`src/rtl/asram_pkg.sv`:
```
`timescale 1ns/1ps
package asram_pkg;

    typedef enum logic [2:0] {
        PH_IDLE,
        PH_READ,
        PH_TURN,
        PH_WPULSE,
        PH_WREC
    } phase_t;

    typedef struct packed {
        logic ce_n;
        logic we_n;
        logic oe_n;
        logic drv;
    } pins_t;

    localparam pins_t PINS_QUIET = '{ce_n: 1'b1, we_n: 1'b1, oe_n: 1'b1, drv: 1'b0};

    function automatic int unsigned ns_to_cyc(input int unsigned ns, input int unsigned clk_ns);
        return (ns + clk_ns - 1) / clk_ns;
    endfunction

    function automatic int unsigned umax(input int unsigned a, input int unsigned b);
        return (a > b) ? a : b;
    endfunction

    function automatic int unsigned usub0(input int unsigned a, input int unsigned b);
        return (a > b) ? a - b : 0;
    endfunction

    function automatic pins_t pins_for(input phase_t ph);
        pins_t p;
        p = PINS_QUIET;
        case (ph)
            PH_READ: begin
                p.ce_n = 1'b0;
                p.oe_n = 1'b0;
            end
            PH_WPULSE: begin
                p.ce_n = 1'b0;
                p.we_n = 1'b0;
                p.drv  = 1'b1;
            end
            default: p = PINS_QUIET;
        endcase
        return p;
    endfunction

endpackage

```
`src/rtl/asram_phase_timer.sv`:
```
`timescale 1ns/1ps
module asram_phase_timer #(
    parameter int unsigned CW = 4
) (
    input  logic          clk,
    input  logic          rst,
    input  logic          load,
    input  logic [CW-1:0] len,
    output logic          done
);
    logic [CW-1:0] cnt_q;

    always_ff @(posedge clk) begin
        if (rst) begin
            cnt_q <= '0;
        end else if (load) begin
            cnt_q <= len - CW'(1);
        end else if (cnt_q != '0) begin
            cnt_q <= cnt_q - CW'(1);
        end
    end

    assign done = (cnt_q == '0);
endmodule

```
`src/rtl/asram_seq.sv`:
```
`timescale 1ns/1ps
module asram_seq
    import asram_pkg::*;
#(
    parameter int unsigned CW     = 4,
    parameter int unsigned N_RD   = 7,
    parameter int unsigned N_TURN = 3,
    parameter int unsigned N_WP   = 6,
    parameter int unsigned N_WREC = 1
) (
    input  logic          clk,
    input  logic          rst,
    input  logic          go_rd,
    input  logic          go_wr,
    input  logic          tmr_done,
    output logic          tmr_load,
    output logic [CW-1:0] tmr_len,
    output logic          capture,
    output logic          busy,
    output pins_t         pins
);
    phase_t ph_q, ph_d;
    pins_t  pins_q;

    always_comb begin
        ph_d     = ph_q;
        tmr_load = 1'b0;
        tmr_len  = CW'(1);
        capture  = 1'b0;
        case (ph_q)
            PH_IDLE: begin
                if (go_wr) begin
                    ph_d     = PH_WPULSE;
                    tmr_load = 1'b1;
                    tmr_len  = CW'(N_WP);
                end else if (go_rd) begin
                    ph_d     = PH_READ;
                    tmr_load = 1'b1;
                    tmr_len  = CW'(N_RD);
                end
            end
            PH_READ: begin
                if (tmr_done) begin
                    ph_d     = PH_TURN;
                    tmr_load = 1'b1;
                    tmr_len  = CW'(N_TURN);
                    capture  = 1'b1;
                end
            end
            PH_WPULSE: begin
                if (tmr_done) begin
                    ph_d     = PH_WREC;
                    tmr_load = 1'b1;
                    tmr_len  = CW'(N_WREC);
                end
            end
            PH_TURN, PH_WREC: begin
                if (tmr_done) ph_d = PH_IDLE;
            end
            default: ph_d = PH_IDLE;
        endcase
    end

    always_ff @(posedge clk) begin
        if (rst) begin
            ph_q   <= PH_IDLE;
            pins_q <= PINS_QUIET;
        end else begin
            ph_q   <= ph_d;
            pins_q <= pins_for(ph_d);
        end
    end

    assign busy = (ph_q != PH_IDLE);
    assign pins = pins_q;
endmodule

```
`src/rtl/asram_dpath.sv`:
```
`timescale 1ns/1ps
module asram_dpath #(
    parameter int unsigned AW = 15,
    parameter int unsigned DW = 8
) (
    input  logic          clk,
    input  logic          rst,
    input  logic          accept,
    input  logic [AW-1:0] req_addr,
    input  logic [DW-1:0] req_wdata,
    input  logic          capture,
    input  logic [DW-1:0] din,
    output logic [AW-1:0] mem_addr,
    output logic [DW-1:0] dout,
    output logic          rsp_valid,
    output logic [DW-1:0] rsp_rdata
);
    always_ff @(posedge clk) begin
        if (rst) begin
            mem_addr  <= '0;
            dout      <= '0;
            rsp_valid <= 1'b0;
            rsp_rdata <= '0;
        end else begin
            if (accept) begin
                mem_addr <= req_addr;
                dout     <= req_wdata;
            end
            rsp_valid <= capture;
            if (capture) rsp_rdata <= din;
        end
    end
endmodule

```
`src/rtl/asram_ctrl.sv`:
```
`timescale 1ns/1ps
module asram_ctrl
    import asram_pkg::*;
#(
    parameter int unsigned AW       = 15,
    parameter int unsigned DW       = 8,
    parameter int unsigned CLK_NS   = 10,
    parameter int unsigned T_RC_NS  = 70,
    parameter int unsigned T_AA_NS  = 70,
    parameter int unsigned T_ACE_NS = 70,
    parameter int unsigned T_DOE_NS = 35,
    parameter int unsigned T_HZ_NS  = 25,
    parameter int unsigned T_WC_NS  = 70,
    parameter int unsigned T_PWE_NS = 50,
    parameter int unsigned T_AW_NS  = 60,
    parameter int unsigned T_SCE_NS = 60,
    parameter int unsigned T_SD_NS  = 30
) (
    input  logic          clk,
    input  logic          rst,
    input  logic          req,
    input  logic          req_wr,
    input  logic [AW-1:0] req_addr,
    input  logic [DW-1:0] req_wdata,
    output logic          busy,
    output logic          rsp_valid,
    output logic [DW-1:0] rsp_rdata,
    output logic [AW-1:0] mem_addr,
    output logic          mem_ce_n,
    output logic          mem_we_n,
    output logic          mem_oe_n,
    output logic [DW-1:0] mem_dq_out,
    output logic          mem_dq_oe,
    input  logic [DW-1:0] mem_dq_in
);
    localparam int unsigned N_RD   = umax(1, umax(umax(ns_to_cyc(T_AA_NS, CLK_NS),
                                                       ns_to_cyc(T_ACE_NS, CLK_NS)),
                                                  ns_to_cyc(T_DOE_NS, CLK_NS)));
    localparam int unsigned N_TURN = umax(umax(1, ns_to_cyc(T_HZ_NS, CLK_NS)),
                                          usub0(ns_to_cyc(T_RC_NS, CLK_NS), N_RD));
    localparam int unsigned N_WP   = umax(1, umax(umax(ns_to_cyc(T_PWE_NS, CLK_NS),
                                                       ns_to_cyc(T_AW_NS, CLK_NS)),
                                                  umax(ns_to_cyc(T_SD_NS, CLK_NS),
                                                       ns_to_cyc(T_SCE_NS, CLK_NS))));
    localparam int unsigned N_WREC = umax(1, usub0(ns_to_cyc(T_WC_NS, CLK_NS), N_WP));
    localparam int unsigned N_MAX  = umax(umax(N_RD, N_TURN), umax(N_WP, N_WREC));
    localparam int unsigned CW     = $clog2(N_MAX + 1);

    logic          accept, go_rd, go_wr;
    logic          tmr_load, tmr_done, capture;
    logic [CW-1:0] tmr_len;
    pins_t         pins;

    assign accept = req && !busy;
    assign go_wr  = accept && req_wr;
    assign go_rd  = accept && !req_wr;

    asram_phase_timer #(.CW(CW)) u_timer (
        .clk  (clk),
        .rst  (rst),
        .load (tmr_load),
        .len  (tmr_len),
        .done (tmr_done)
    );

    asram_seq #(
        .CW(CW), .N_RD(N_RD), .N_TURN(N_TURN), .N_WP(N_WP), .N_WREC(N_WREC)
    ) u_seq (
        .clk      (clk),
        .rst      (rst),
        .go_rd    (go_rd),
        .go_wr    (go_wr),
        .tmr_done (tmr_done),
        .tmr_load (tmr_load),
        .tmr_len  (tmr_len),
        .capture  (capture),
        .busy     (busy),
        .pins     (pins)
    );

    asram_dpath #(.AW(AW), .DW(DW)) u_dpath (
        .clk       (clk),
        .rst       (rst),
        .accept    (accept),
        .req_addr  (req_addr),
        .req_wdata (req_wdata),
        .capture   (capture),
        .din       (mem_dq_in),
        .mem_addr  (mem_addr),
        .dout      (mem_dq_out),
        .rsp_valid (rsp_valid),
        .rsp_rdata (rsp_rdata)
    );

    assign mem_ce_n  = pins.ce_n;
    assign mem_we_n  = pins.we_n;
    assign mem_oe_n  = pins.oe_n;
    assign mem_dq_oe = pins.drv;
endmodule

```
`config.mk`:
```
export PLATFORM = sky130hd
export DESIGN_NAME = asram_ctrl
export DESIGN_NICKNAME = d
export VERILOG_FILES = /design/src/rtl/asram_pkg.sv /design/src/rtl/asram_phase_timer.sv /design/src/rtl/asram_seq.sv /design/src/rtl/asram_dpath.sv /design/src/rtl/asram_ctrl.sv
export SDC_FILE = /design/constraint.sdc
export NUM_CORES = 1
export LEC_CHECK = 0
export BUFFER_PORTS_ARGS = -buffer_cell sky130_fd_sc_hd__buf_2
export CAP_MARGIN = 10
export CORE_UTILIZATION = 46
export CTS_CLUSTER_SIZE = 10
export DETAILED_ROUTE_END_ITERATION = 10
export GPL_TIMING_DRIVEN = 0
export PLACE_DENSITY = 0.87
export REMOVE_ABC_BUFFERS = 1
export SYNTH_ARGS = -nofsm -noshare
export SYNTH_HDL_FRONTEND = slang
export SYNTH_HIERARCHICAL = 1
export SYNTH_SLANG_ARGS = --single-unit
```
`constraint.sdc`:
```
create_clock -name clk -period 3.1 [get_ports clk]
set_input_delay 0.465 -clock clk [delete_from_list [all_inputs] [get_ports clk]]
set_output_delay 0.465 -clock clk [all_outputs]
set_load 0.02 [all_outputs]
```
==> impl_metrics.tcl <==
set metrics [dict create \
    fin_crit_sh_pct 89.1 \
    fin_skew_ns 0.0123 \
    wl_mm 3.17 \
    overflow 0 \
    fin_nets 261 \
    crit_family "simple AND/OR/NAND/NOR gates" \
    slowest_stage "or3_2" \
    die_area_um2 3810 \
    clock_latency_ns 0.35 \
    path_buf_inv 0 \
    cp_common_cell "a21oi_1" \
    post-route-min-period_ns 2.76 \
    start_util_pct 48.5 \
    synth_top_cell_by_area "dfxtp_1" \
    synth_seq_cells 42 \
    root_buffer "clkbuf_4" \
    area_growth_pct 27.5 \
    finalPower_mw 1.74 \
    worstSetupEndpointType "register" \
    grt_first_pass_wirelength_mm 4.64 \
    io_buffers 71 \
    cp.arrival_ns 3.01 \
    synthArstFlopShare_pct 0 \
    cpPeakStageDelay_ns 0.56 \
    hold_buffers 0 \
    final_util_pct 61.8 \
    synth_cell_type_count 31 \
    clk_pin_slew_ns 0.13 \
    synth_edf_count 0 \
    grt_pass1_vias 1134 \
    drv_cap 0 \
    grt_usage_pct 17.0 \
    syn_area_um2 1640 \
    vias 1305 \
    irDropWorstVdd_mv 0.382 \
    place_hpwl_mm 2.32 \
    syn_inst 154 \
    cts_tree "built" \
    synth_ff_type "dfxtp_1" \
    antenna_found_initial 0 \
    ys_seq_area_share_pct 51.2 \
    cts_inserted_buffers 5 \
    ctsLongestPathBuffers 2 \
    slew_viol_final 0 \
    gp_congestion 0.734 \
    drtIter0Drc 25 \
    wire_per_inst_um 11.7 \
    cts_resized 0 \
    worst_pin_slew_ns 0.899 \
    setup_viol 0 \
    die_w_um 61.8 \
    required_ns 3.35 \
    hold_viol 0 \
    post-cts-setup-buffer-count 0 \
    placed_area_um2 2020 \
    cts_max_level 2 \
    ys_top_cells_by_area "dfxtp_1 51%, mux2i_1 21%, nor2_1 8.0%" \
    postRouteAntennaNets 0 \
    finalInstanceArea_um2 2090 \
    critPathMaxFanout 7 \
    clock-sinks 42 \
    cp-start-kind "register" \
    fmax_mhz 362 \
    crit_type "register to register" \
    ioPinCount 72 \
    first_pass_iters 4 \
    run_status "completed" \
    tns_ns 0 \
    fp.dieH_um 61.8 \
    rows 21 \
    hold_path.class "input port to register" \
    total_leakage_power_nw 0.992 \
    coreArea_um2 3390 \
    route.detailed.drc 0 \
    synth_top_area_share_pct 51.2 \
    drive_gt1_share_pct 39.4 \
    p_per_area_nw_per_um2 830 \
    rsz0062_at_grt "false" \
    yosysWarningCount 6 \
    syn_area_per_cell_um2 10.7 \
    grt_max_degree 41 \
    n_antenna_cell 0 \
    cp_cell_sequence "or3_2 -> and3b_1 -> o21ai_0 -> a21oi_1 -> mux2i_1 -> ha_1 -> xnor2_1 -> a21oi_1 -> o21a_1" \
    viasPerCell 4.80 \
    slew_headroom_pct 39.8 \
]
==> sequential cells by signal (all words and copies together), names as in the netlist <==
signal and cells:
u_timer/cnt_q 3, u_dpath/dout 8, u_seq/ph_q 3, u_dpath/mem_addr 15, u_seq/pins 4, u_dpath/rsp_rdata 8, u_dpath/rsp_valid 1
==> placed cells by master (no fill, tap or decap), types with 2 or more instances in the layout <==
master / count
nor3_1: 3
nor2_1: 35
nor3b_2: 2
dfxtp_1: 42
clkbuf_4: 5
mux2i_1: 34
a21oi_1: 4
nand2_1: 2
buf_2: 71
nand3b_1: 2
o21ai_0: 2
nor2b_1: 2
==> Yosys cell counts (2+ instances only) <==
cell,number
a21oi_1,4
buf_12,2
clkbuf_1,3
dfxtp_1,42
mux2i_1,34
nand2_1,2
nand3b_1,2
nor2_1,35
nor2b_1,3
nor3_1,4
nor3b_2,2
o21ai_0,2
==> metrics by stage <==
step,instances,setup slack (ns),hold WS (ns)
final,272,0.339,0.339
after global routing,272,0.0425,0.341
after floorplan,146,0.186,0.524
after global placement,263,-0.227,0.467
after CTS,272,0.292,0.334
after detailed placement,264,0.348,0.476
==> per-layer routing <==
metal | global-route usage, % | up-vias | share of wire [%]
met5 | 0 | - | 0
met4 | 9.52 | 0 | 0.95
met3 | 4.55 | 3 | 4.3
met2 | 29.8 | 38 | 53
met1 | 18.6 | 591 | 42
li1 | - | 673 | -
==> power breakdown <==
part	total (mW)	switching (mW)	internal (mW)	leakage, nW
Clock	0.343	0.173	0.170	0.0385
Combinational	0.692	0.382	0.310	0.609
Sequential	0.703	0.0629	0.640	0.344
Total	1.74	0.618	1.12	0.992
==> kinds of logic after synthesis <==
logic type / after synthesis / share of synthesized area (%)
xor gates and xnor gates: 1 / 0.533
buffers and inverters: 8 / 4.57
muxes: 35 / 21.4
adders and majority gates: 1 / 0.761
and+or+nand+nor: 58 / 18.3
AOI/OAI and AO/OA: 9 / 3.28
DFF: 42 / 51.2
==> area by class of cell <==
type	instances	area, um2
clock buffers	6	41.3
well taps	46	57.6
multi-input cells	104	734
repair buffers	72	383
clock inverters	2	37.5
flip-flops and latches	42	841
fillers	310	1290
==> path summary, 6_finish.rpt <==
path	to	from	slack, ns	cells after the start
setup reg to reg	u_timer/cnt_q[2]$_SDFFE_PP0P_	u_seq/ph_q[1]$_SDFF_PP0_	0.34	9
hold reg to reg	u_dpath/mem_addr[10]$_SDFFE_PP0P_	u_dpath/mem_addr[10]$_SDFFE_PP0P_	0.50	2
hold / removal	u_dpath/dout[2]$_SDFFE_PP0P_	req_wdata[2]	0.34	3
setup / recovery	u_timer/cnt_q[2]$_SDFFE_PP0P_	u_seq/ph_q[1]$_SDFF_PP0_	0.34	9
==> worst reg2reg max path, cell delays in order (launching register included) <==
cell,delay [ns]
dfxtp_1,0.40
or3_2,0.56
and3b_1,0.31
o21ai_0,0.09
a21oi_1,0.43
mux2i_1,0.29
ha_1,0.23
xnor2_1,0.13
a21oi_1,0.09
o21a_1,0.14
Note: power is estimated with default switching activity, not from simulation.
